==> src/rtl/gram_pkg.sv <==
package gram_pkg;
  localparam int unsigned G_DIM    = 4;
  localparam int unsigned G_DATA_W = 16;
  localparam int unsigned G_IDX_W  = $clog2(G_DIM);
  localparam int unsigned G_CNT_W  = $clog2(G_DIM + 1);
  localparam int unsigned G_PROD_W = 2 * G_DATA_W;
  localparam int unsigned G_ACC_W  = G_PROD_W + G_IDX_W;
  localparam int unsigned G_STEP_W = 3 * G_IDX_W;
  localparam int unsigned G_ENT_W  = 2 * G_IDX_W;

  // strobes from control to datapath
  typedef struct packed {
    logic                capture;
    logic                mac;
    logic                first;
    logic                last;
    logic [G_IDX_W-1:0]  rowI;
    logic [G_IDX_W-1:0]  colJ;
    logic [G_IDX_W-1:0]  sumK;
  } gramStrobe_t;
endpackage

==> src/rtl/gram_ctrl.sv <==
module gram_ctrl
  import gram_pkg::*;
(
  input  logic               clk,
  input  logic               rstN,
  input  logic               start,
  input  logic [G_CNT_W-1:0] rowCnt,
  input  logic [G_CNT_W-1:0] colCnt,
  output logic               busy,
  output logic               done,
  output logic               errFlag,
  output gramStrobe_t        stb
);
  localparam logic [G_STEP_W-1:0] LAST_STEP = G_STEP_W'(G_DIM * G_DIM * G_DIM - 1);

  typedef enum logic {S_IDLE, S_RUN} ctrlState_t;

  ctrlState_t          state;
  logic [G_STEP_W-1:0] step;
  logic                cfgOk;
  logic                endStep;

  assign cfgOk = (rowCnt != '0) && (rowCnt <= G_CNT_W'(G_DIM)) &&
                 (colCnt != '0) && (colCnt <= G_CNT_W'(G_DIM));
  assign endStep = (step == LAST_STEP);
  assign busy    = (state == S_RUN);

  always_ff @(posedge clk or negedge rstN) begin
    if (!rstN) begin
      state   <= S_IDLE;
      step    <= '0;
      done    <= 1'b0;
      errFlag <= 1'b0;
    end else begin
      done <= 1'b0;
      case (state)
        S_IDLE: begin
          if (start) begin
            if (cfgOk) begin
              state   <= S_RUN;
              step    <= '0;
              errFlag <= 1'b0;
            end else begin
              errFlag <= 1'b1;
            end
          end
        end
        S_RUN: begin
          step <= step + 1'b1;
          if (endStep) begin
            state <= S_IDLE;
            done  <= 1'b1;
          end
        end
        default: state <= S_IDLE;
      endcase
    end
  end

  always_comb begin
    stb.capture = (state == S_IDLE) && start && cfgOk;
    stb.mac     = busy;
    stb.sumK    = step[G_IDX_W-1:0];
    stb.colJ    = step[2*G_IDX_W-1:G_IDX_W];
    stb.rowI    = step[3*G_IDX_W-1:2*G_IDX_W];
    stb.first   = (stb.sumK == '0);
    stb.last    = (stb.sumK == G_IDX_W'(G_DIM - 1));
  end

  // completion pulse lasts one cycle
  p_done_pulse_r3: assert property (@(posedge clk) disable iff (!rstN)
    done |=> !done);

  // done appears exactly when the run ends
  p_done_at_end_r3: assert property (@(posedge clk) disable iff (!rstN)
    $fell(busy) |-> done);

  // bad dimensions flag an error and do not start a run
  p_bad_cfg_r9: assert property (@(posedge clk) disable iff (!rstN)
    (!busy && start && !cfgOk) |=> (errFlag && !busy && !done));

  // a running walk advances by one step regardless of start
  p_no_restart_r10: assert property (@(posedge clk) disable iff (!rstN)
    (busy && !endStep) |=> (busy && step == G_STEP_W'($past(step) + 1'b1)));
endmodule

==> src/rtl/gram_dpath.sv <==
module gram_dpath
  import gram_pkg::*;
(
  input  logic                       clk,
  input  logic                       rstN,
  input  gramStrobe_t                stb,
  input  logic                       busy,
  input  logic                       loadEn,
  input  logic [G_IDX_W-1:0]         loadRow,
  input  logic [G_IDX_W-1:0]         loadCol,
  input  logic signed [G_DATA_W-1:0] loadVal,
  input  logic [G_CNT_W-1:0]         rowCnt,
  input  logic [G_CNT_W-1:0]         colCnt,
  input  logic [G_IDX_W-1:0]         resRow,
  input  logic [G_IDX_W-1:0]         resCol,
  output logic [G_CNT_W-1:0]         rank,
  output logic signed [G_ACC_W-1:0]  resVal
);
  localparam int unsigned ENTRIES = G_DIM * G_DIM;

  logic signed [G_DATA_W-1:0] hMem [G_DIM][G_DIM];
  logic signed [G_ACC_W-1:0]  resQ [ENTRIES];
  logic [G_CNT_W-1:0]         nrQ, ntQ;
  logic                       tallQ;
  logic [G_IDX_W-1:0]         rA, cA, rB, cB;
  logic signed [G_DATA_W-1:0] opA, opB;
  logic signed [G_PROD_W-1:0] prod;
  logic signed [G_ACC_W-1:0]  prodExt, accQ, sumNow;
  logic [G_ENT_W-1:0]         entryIdx, readIdx;

  // element store, written only while idle
  always_ff @(posedge clk or negedge rstN) begin
    if (!rstN) begin
      for (int r = 0; r < G_DIM; r++)
        for (int c = 0; c < G_DIM; c++)
          hMem[r][c] <= '0;
    end else if (loadEn && !busy) begin
      hMem[loadRow][loadCol] <= loadVal;
    end
  end

  // dimensions and orientation latched at an accepted start
  always_ff @(posedge clk or negedge rstN) begin
    if (!rstN) begin
      nrQ   <= '0;
      ntQ   <= '0;
      tallQ <= 1'b0;
      rank  <= '0;
    end else if (stb.capture) begin
      nrQ   <= rowCnt;
      ntQ   <= colCnt;
      tallQ <= (rowCnt >= colCnt);
      rank  <= (rowCnt < colCnt) ? rowCnt : colCnt;
    end
  end

  // operand addressing: columns of H for a tall shape, rows for a wide one
  always_comb begin
    if (tallQ) begin
      rA = stb.sumK; cA = stb.rowI;
      rB = stb.sumK; cB = stb.colJ;
    end else begin
      rA = stb.rowI; cA = stb.sumK;
      rB = stb.colJ; cB = stb.sumK;
    end
    opA = (G_CNT_W'(rA) < nrQ && G_CNT_W'(cA) < ntQ) ? hMem[rA][cA] : '0;
    opB = (G_CNT_W'(rB) < nrQ && G_CNT_W'(cB) < ntQ) ? hMem[rB][cB] : '0;
  end

  assign prod    = opA * opB;
  assign prodExt = $signed({{(G_ACC_W - G_PROD_W){prod[G_PROD_W-1]}}, prod});
  assign sumNow  = (stb.first ? '0 : accQ) + prodExt;

  always_ff @(posedge clk or negedge rstN) begin
    if (!rstN)        accQ <= '0;
    else if (stb.mac) accQ <= sumNow;
  end

  assign entryIdx = G_ENT_W'(int'(stb.rowI) * G_DIM + int'(stb.colJ));
  assign readIdx  = G_ENT_W'(int'(resRow) * G_DIM + int'(resCol));

  for (genvar e = 0; e < ENTRIES; e++) begin : g_res
    always_ff @(posedge clk or negedge rstN) begin
      if (!rstN)
        resQ[e] <= '0;
      else if (stb.mac && stb.last && entryIdx == G_ENT_W'(e))
        resQ[e] <= sumNow;
    end
  end

  assign resVal = resQ[readIdx];
endmodule

==> src/rtl/gram_frame_unit.sv <==
module gram_frame_unit
  import gram_pkg::*;
(
  input  logic                       clk,
  input  logic                       rstN,
  input  logic                       loadEn,
  input  logic [G_IDX_W-1:0]         loadRow,
  input  logic [G_IDX_W-1:0]         loadCol,
  input  logic signed [G_DATA_W-1:0] loadVal,
  input  logic                       start,
  input  logic [G_CNT_W-1:0]         rowCnt,
  input  logic [G_CNT_W-1:0]         colCnt,
  input  logic [G_IDX_W-1:0]         resRow,
  input  logic [G_IDX_W-1:0]         resCol,
  output logic                       busy,
  output logic                       done,
  output logic                       errFlag,
  output logic [G_CNT_W-1:0]         rank,
  output logic signed [G_ACC_W-1:0]  resVal
);
  gramStrobe_t stb;

  gram_ctrl i_ctrl (
    .clk     (clk),
    .rstN    (rstN),
    .start   (start),
    .rowCnt  (rowCnt),
    .colCnt  (colCnt),
    .busy    (busy),
    .done    (done),
    .errFlag (errFlag),
    .stb     (stb)
  );

  gram_dpath i_dpath (
    .clk     (clk),
    .rstN    (rstN),
    .stb     (stb),
    .busy    (busy),
    .loadEn  (loadEn),
    .loadRow (loadRow),
    .loadCol (loadCol),
    .loadVal (loadVal),
    .rowCnt  (rowCnt),
    .colCnt  (colCnt),
    .resRow  (resRow),
    .resCol  (resCol),
    .rank    (rank),
    .resVal  (resVal)
  );

  // idle results hold unless the read address moves
  p_idle_read_r11: assert property (@(posedge clk) disable iff (!rstN)
    !busy |=> ($stable(resVal) || !$stable(resRow) || !$stable(resCol)));
endmodule

==> config.mk <==
export PLATFORM = sky130hd
export DESIGN_NAME = gram_frame_unit
export DESIGN_NICKNAME = d
export VERILOG_FILES = /design/src/rtl/gram_pkg.sv /design/src/rtl/gram_ctrl.sv /design/src/rtl/gram_dpath.sv /design/src/rtl/gram_frame_unit.sv
export SDC_FILE = /design/constraint.sdc
export NUM_CORES = 2
export LEC_CHECK = 0
export ABC_CLOCK_PERIOD_IN_PS = 9800
export BUFFER_PORTS_ARGS = -buffer_cell sky130_fd_sc_hd__buf_2
export CAP_MARGIN = 5
export CORE_AREA = 10 10 379 418
export CTS_CLUSTER_SIZE = 30
export DETAILED_ROUTE_END_ITERATION = 16
export DIE_AREA = 0 0 389 428
export SETUP_SLACK_MARGIN = 0.05
export SLEW_MARGIN = 5
export SYNTH_ARGS = -nofsm -noshare
export SYNTH_HDL_FRONTEND = slang
export SYNTH_SLANG_ARGS = --single-unit
==> constraint.sdc <==
create_clock -name clk -period 9.8 [get_ports clk]
set_input_delay 1.96 -clock clk [delete_from_list [all_inputs] [get_ports clk]]
set_output_delay 1.96 -clock clk [all_outputs]
set_load 0.01 [all_outputs]
==> After elaboration in Yosys (flattened, before gate mapping) <==
Cells that the tools add are included.
{ "classes": {"bitwise": 8, "n_addsub": 4, "eq_ne": 19, "reduce_logical": 34, "n_mul": 1, "order_cmp": 17, "muxes": 38} }
{ "ops": {"columns": ["op", "count"], "rows": [
  ["64-bit 2-to-1 mux", 5],
  ["64-bit binary-select mux with 2-bit select", 2],
  ["256-bit bitwise mux", 1],
  ["34-bit binary-select mux with 4-bit select", 1],
  ["64-bit demux with 2-bit select", 1],
  ["16-bit 2-to-1 mux", 7],
  ["34-bit 2-to-1 mux", 3],
  ["16-bit binary-select mux with 2-bit select", 2],
  ["34-bit adder", 1],
  ["16-bit demux with 2-bit select", 1],
  ["4-bit equality test (second input constant)", 8],
  ["16-bit by 16-bit multiplier with 32-bit output", 1],
  ["1-bit logical AND", 27],
  ["3-bit greater-or-equal comparator (second input constant)", 6],
  ["2-bit inverter with 3-bit output", 6],
  ["4-bit by 3-bit equality test with 1-bit output (second input constant)", 4],
  ["2-bit by 3-bit less-than comparator with 1-bit output", 4],
  ["6-bit 2-to-1 mux", 2],
  ["6-bit one-hot mux with 2 select lines", 1],
  ["4-bit by 2-bit adder with 4-bit output", 2],
  ["4-bit by 2-bit equality test with 1-bit output (second input constant)", 2],
  ["2-bit 2-to-1 mux", 4],
  ["6-bit by 1-bit adder with 6-bit output (second input constant)", 1],
  ["6-bit equality test (second input constant)", 1],
  ["other kinds (19)", 28]
]} }
{ "totals": {"word_cells": 162, "output_inout_bits": 40, "register_bits": 853, "in_bits": 34} }

==> Depth between registers and ports, before layout <==
{ "depth": {"word_depth": 11, "ltp_mapped": 47, "depth_no_buf": 42} }

==> Cells and area by module <==
Synthesis repeated with hierarchy kept, for this count alone.
{ "hier_totals": {"hier_cells": 5276, "hier_area_um2": 51886.0} }
{ "modules_own_cells": {"columns": ["mod", "n_inst", "area_each_um2", "seq_area_each_um2", "cells_each"], "rows": [
  ["gram_dpath", 1, 51370.5, 21120.3, 5226],
  ["gram_ctrl", 1, 515.5, 225.2, 50]
]} }

==> Worst setup path after synthesis <==
OpenSTA, ideal clock, no wires.
{ "synth_path": {"kind": "register to register", "from": "register i_dpath.tallQ", "to": "register i_dpath.resQ[101] (netlist bit)", "t_required_ns": 9.675, "stages_incl_launch_ff": 42, "t_arrival_ns": 10.253, "path_buffers": 8, "setup_time_ns": 0.125, "period_less_slack_ns": 10.378, "setup_slack_ns": -0.578, "cell_sequence": "dfrtp_1 > buf_2 > o21a_1 > clkbuf_1 > inv_1 > buf_2 > clkbuf_1 > ha_1 > a21oi_1 > o22a_1 > clkbuf_1 > clkbuf_1 > clkbuf_1 > nand4_1 > fa_1 > inv_1 > fa_1 > inv_1 > [... 6 more ...] > inv_1 > ha_1 > or2_1 > a21o_1 > a21boi_0 > o31a_1 > a311o_1 > xnor2_1 > ha_1 > and2_1 > o21ai_0 > or3b_2 > o31ai_2 > a2111oi_0 > or3_4 > a211oi_4 > buf_6 > o21ai_2"} }
{ "synth_between": {"elab_chain_len": 11, "elab_cells_between_ends": 30, "classes_between": "1 x add/sub; 1 x mul; 4 x order compare; 18 x mux; 4 x bitwise; 2 x reduce/logical"} }
{ "synth_lines": {"columns": ["element", "line_no", "text"], "rows": [
  ["start: declaration", "gram_dpath.sv:24", "logic tallQ;"],
  ["start signal: assignment", "gram_dpath.sv:52", "tallQ <= (rowCnt >= colCnt);"],
  ["2-bit 2-to-1 mux", "gram_dpath.sv:59", "if (tallQ) begin"],
  ["2-bit inverter with 3-bit output, on equally long branches", "gram_dpath.sv:66, gram_dpath.sv:67", null],
  ["64-bit binary-select mux with 2-bit select, on equally long branches", "gram_dpath.sv:66, gram_dpath.sv:67", null],
  ["64-bit 2-to-1 mux, on equally long branches (2 in a row)", "gram_dpath.sv:66, gram_dpath.sv:67", null],
  ["16-bit binary-select mux with 2-bit select, on equally long branches", "gram_dpath.sv:66, gram_dpath.sv:67", null],
  ["16-bit 2-to-1 mux, on equally long branches (3 in a row)", "gram_dpath.sv:66, gram_dpath.sv:67", null],
  ["16-bit by 16-bit multiplier with 32-bit output (*)", "gram_dpath.sv:70", "assign prod = opA * opB;"],
  ["34-bit adder (*)", "gram_dpath.sv:72", "assign sumNow = (stb.first ? '0 : accQ) + prodExt;"],
  ["end signal: indexed assignment", "gram_dpath.sv:87", "resQ[e] <= sumNow;"],
  ["end: declaration", "gram_dpath.sv:22", "logic signed [G_ACC_W-1:0] resQ [ENTRIES];"]
]} }
Every way passes the cells marked *; elsewhere a longest branch is shown, timed or not. The select of a mux whose other input is x is not followed.
A chain may end at the register's enable or synchronous reset.

==> Worst setup path in the final report <==
{ "layout_path": {"from": "register i_dpath.tallQ", "to": "register i_dpath.accQ[32]"} }
{ "layout_between": {"elab_chain_len": 11, "elab_cells_between_ends": 30, "classes_between": "1 x add/sub; 1 x mul; 4 x order compare; 18 x mux; 4 x bitwise; 2 x reduce/logical"} }
{ "layout_lines": {"columns": ["element", "line_no", "text"], "rows": [
  ["2-bit 2-to-1 mux", "gram_dpath.sv:59", null],
  ["2-bit inverter with 3-bit output, on equally long branches", "gram_dpath.sv:66, gram_dpath.sv:67", null],
  ["64-bit binary-select mux with 2-bit select, on equally long branches", "gram_dpath.sv:66, gram_dpath.sv:67", null],
  ["64-bit 2-to-1 mux, on equally long branches (2 in a row)", "gram_dpath.sv:66, gram_dpath.sv:67", null],
  ["16-bit binary-select mux with 2-bit select, on equally long branches", "gram_dpath.sv:66, gram_dpath.sv:67", null],
  ["16-bit 2-to-1 mux, on equally long branches (3 in a row)", "gram_dpath.sv:66, gram_dpath.sv:67", null],
  ["16-bit by 16-bit multiplier with 32-bit output (*)", "gram_dpath.sv:70", null],
  ["34-bit adder (*)", "gram_dpath.sv:72", null],
  ["end signal: assignment", "gram_dpath.sv:76", "else if (stb.mac) accQ <= sumNow;"],
  ["end: declaration", "gram_dpath.sv:28", "logic signed [G_ACC_W-1:0] prodExt, accQ, sumNow;"]
]} }
Marks and branches as above.

==> results by group <==
Run status
  • Status: finished, final reports clean

Global routing
  • Number of antenna violations at the first check in global routing: 7
  • Pin count of the biggest net entering global routing: 196
  • Global-route wire length before repair: 242,000 µm
  • Gr usage total: 18.2%
  • Vias in the first global route: 41,294
  • Gr ovfl total: 0

Synth
  • Syn Area/Cell: 10.0 µm²
  • Top cell type's share of synthesized area: 41.0%
  • Cell taking the most area after synthesis: dfrtp_1
  • Synth Instances: 5,204
  • Post-synthesis net count: 5,624
  • Yosys warning count: 0
  • Number of distinct library cells after synthesis: 75
  • Synth Flop Type: dfrtp_1
  • Post-synth EDFFs: 0
  • Asr flop ratio synth: 100%
  • Mapped Area: 0.0521 mm²
  • Sequential-to-total area share from yosys stat: 41.0%
  • Flops & latches, synth: 853
  • Synth top area cells: dfrtp_1, fa_1, nand2_1

Route
  • ANT nets after route: 0
  • DRT Pass-1 Iters: 6
  • DR iter-0 viols: 3,232
  • Vias per cell: 5.39
  • Final wirelength: 156,000 µm
  • Post-DR wirelength/cell: 20.7 µm
  • Drt drc: 0
  • Via Count: 40,677

Timing
  • Final Hold Fails: 0
  • Post-layout min period: 9.64 ns
  • Final-report max-slew violation count: 0
  • Slew headroom: 15.4%
  • Worst Tran Pin Value: 1.27 ns
  • RSZ-0062 raised after global routing: true
  • Final Cycle Share: 98.3%
  • Hold WS: 0.473 ns
  • Clk_skew: 0.0486 ns
  • Post-route setup slack: 0.164 ns
  • Fmax: 104 MHz
  • Finish-stage setup viols: 0

Final layout
  • Non-Filler Instances: 7,548
  • Area Growth Syn to Fin: 20.3%
  • Share of layout cells above drive strength 1: 27.3%
  • Final Instance Area: 0.0627 mm²
  • Final nets: 5,932

CTS
  • Clock Pin Slew Worst Setup and Hold Paths: 0.06 ns
  • CTS Buf Count: 90
  • TritonCTS clock tree: yes
  • Number of clock sinks: 853
  • H-tree level count: 3
  • Root buffer cell: clkbuf_16
  • Clock Path Buffers: 3
  • Clk Latency, worst-skew pair: 0.74 ns
  • Cts hold-fix bufs: 0

Floorplanning
  • Core area: 0.149 mm²
  • Die X: 389 µm
  • Die ar.: 0.166 mm²
  • Io pins: 74
  • Initial Utilization: 34.9%
  • Chip height: 428 µm
  • Row cnt: 149

Worst setup path
  • Register-to-register setup slack: 0.16 ns
  • Path depth of the worst reg2reg path: 40
  • Worst R2R End: i_dpath.accQ[32]$_DFFE_PN0P_
  • Worst setup SP type: flop
  • Most used cell, CP: fa_1
  • Req. time, crit path: 10.40 ns
  • Crit Path Max Fanout: 16
  • FF-to-FF Start: i_dpath.tallQ$_DFFE_PN0P_
  • Setup crit end kind: flop
  • Setup CP Type: flop to flop
  • CP arrival: 10.24 ns
  • Slowest CP cell: or4_4
  • Largest stage delay, worst path: 0.56 ns

Hold path
  • Hold endpoint: i_dpath.resQ[418]$_DFFE_PN0P_
  • Hold path cells: 2
  • Type of the worst min-delay path: flop to flop
  • Hold path startpoint: i_dpath.resQ[418]$_DFFE_PN0P_

Flow run
  • Total of max-cap violations: 0

Place
  • DP Cell Count: 7,284
  • Routability Congestion: 0.906
  • Port buffer count: 73
  • Place WS: -0.200 ns
  • Post-DP HPWL: 100,000 µm
  • Area post-placement: 0.0572 mm²
critical path, delay by kind of cell, from the launching register on:
family	cells	cell delay (ns)
adder cells (fa/ha/maj)	8	3.57
XOR/XNOR	1	0.09
AND/OR/NAND/NOR	9	1.59
flip-flops	1	0.49
buffers and inverters	11	1.42
AO/OA/AOI/OAI	11	2.34
cells in the final DEF (no fill, tap or decap), types with 17 or more instances in the layout:
cell       instances
nand3_1          141
nor2_2            28
xor2_1            19
inv_1            318
and3_1            71
o21ai_0          372
buf_2             69
fa_1             257
a31oi_1           38
nand4_1          113
buf_4            421
a21oi_1          101
a311oi_2          49
a311oi_1          48
mux2_2           343
o21ai_2           23
a21oi_2           26
mux4_2           170
nand2_1         1186
clkbuf_1          18
o21ai_1           45
nor2b_1           43
nand2_2           29
dfrtp_1          852
ha_1             114
clkbuf_16         98
mux2i_1           18
a21o_1            17
xnor2_1           38
buf_6             32
nor2_1           160
buf_12            44
clkinv_2          18
repair_timing:
item,in CTS,in global routing
cloned,6,14
resized for setup,85,254
setup endpoints to repair,105,219
setup buffers,25,56
pin swaps,33,126
layout make-up:
type / count / area, µm²
clock inverters: 41 / 554
repair inverters: 2 / 17.5
repair buffers: 588 / 5250
flip-flops and latches: 853 / 21300
diodes: 2 / 5.00
inverters: 333 / 1260
well taps: 1963 / 2460
clock buffers: 122 / 2510
fillers: 14113 / 86700
multi-input cells: 3644 / 29300
cell families after synthesis:
| group | count (synthesis) | share of synthesized area [%] |
|---|---|---|
| fa+ha+maj | 386 | 13.1 |
| mux | 531 | 15.1 |
| compound gates | 806 | 9.26 |
| buf+inv | 710 | 5.27 |
| simple gates | 1851 | 15.1 |
| flops | 853 | 41.0 |
| xor+xnor | 67 | 1.21 |
sequential cells by signal, summed over array words and instances (netlist names):
name,cells
i_ctrl.busy,1
i_ctrl.done,1
i_ctrl.errFlag,1
i_ctrl.step,6
i_dpath.accQ,34
i_dpath.hMem,256
i_dpath.nrQ,3
i_dpath.ntQ,3
i_dpath.rank,3
i_dpath.resQ,544
i_dpath.tallQ,1
layer usage:
layer  global-route usage [%]  wire length (µm)  vias up
li1                         -                 -    18382
met1                     23.7             66000    20621
met2                     30.5             75800     1367
met3                     3.07              9640      297
met4                     5.75              4730       10
met5                        0                67        -
how the worst max path moves through the flow:
stage	from	end	slack (ns)	depth (start not counted)
3_3_place_gp	i_dpath.tallQ$_DFFE_PN0P_	i_dpath.resQ[475]$_DFFE_PN0P_	-0.07	37
4_1_cts	i_dpath.tallQ$_DFFE_PN0P_	i_dpath.resQ[509]$_DFFE_PN0P_	0.05	42
5_1_grt	i_dpath.tallQ$_DFFE_PN0P_	i_dpath.resQ[134]$_DFFE_PN0P_	-0.23	42
6_report	i_dpath.tallQ$_DFFE_PN0P_	i_dpath.accQ[32]$_DFFE_PN0P_	0.16	40
2_1_floorplan	i_dpath.tallQ$_DFFE_PN0P_	i_dpath.resQ[101]$_DFFE_PN0P_	0.06	41
3_5_place_dp	i_dpath.tallQ$_DFFE_PN0P_	i_dpath.resQ[509]$_DFFE_PN0P_	-0.20	45
cells in the mapped netlist, types with 4 or more instances:
master,n
inv_1,331
ha_1,122
buf_1,39
or2_2,4
nor4_1,4
a211oi_1,10
fa_1,264
nand2b_1,8
a21o_1,17
mux4_2,170
o31a_1,4
o21a_1,15
nand3_1,148
nor3_1,17
a21oi_1,129
or3_1,4
clkbuf_1,290
a31oi_1,42
a21boi_0,4
o21bai_1,8
nand4_1,113
a311oi_1,97
xnor2_1,43
nor2_1,192
buf_2,41
nor2b_1,47
and2_1,4
nand2_1,1226
o21ai_0,417
mux2_2,343
o211ai_1,5
dfrtp_1,853
xor2_1,20
mux2i_1,18
o21ai_2,10
and3_1,72
o21ai_1,16
stage by stage:
stage	setup TNS [ns]	util, %
floorplan	0	-
global placement	-0.796	38.3
detailed placement	-6.60	38.3
CTS	0	40.8
global route	-9.81	42.0
finish	0	42.0
Power is left out: the tool's default activity adds up to more than one toggle a clock period on the data nets, which glitch-free logic cannot reach.
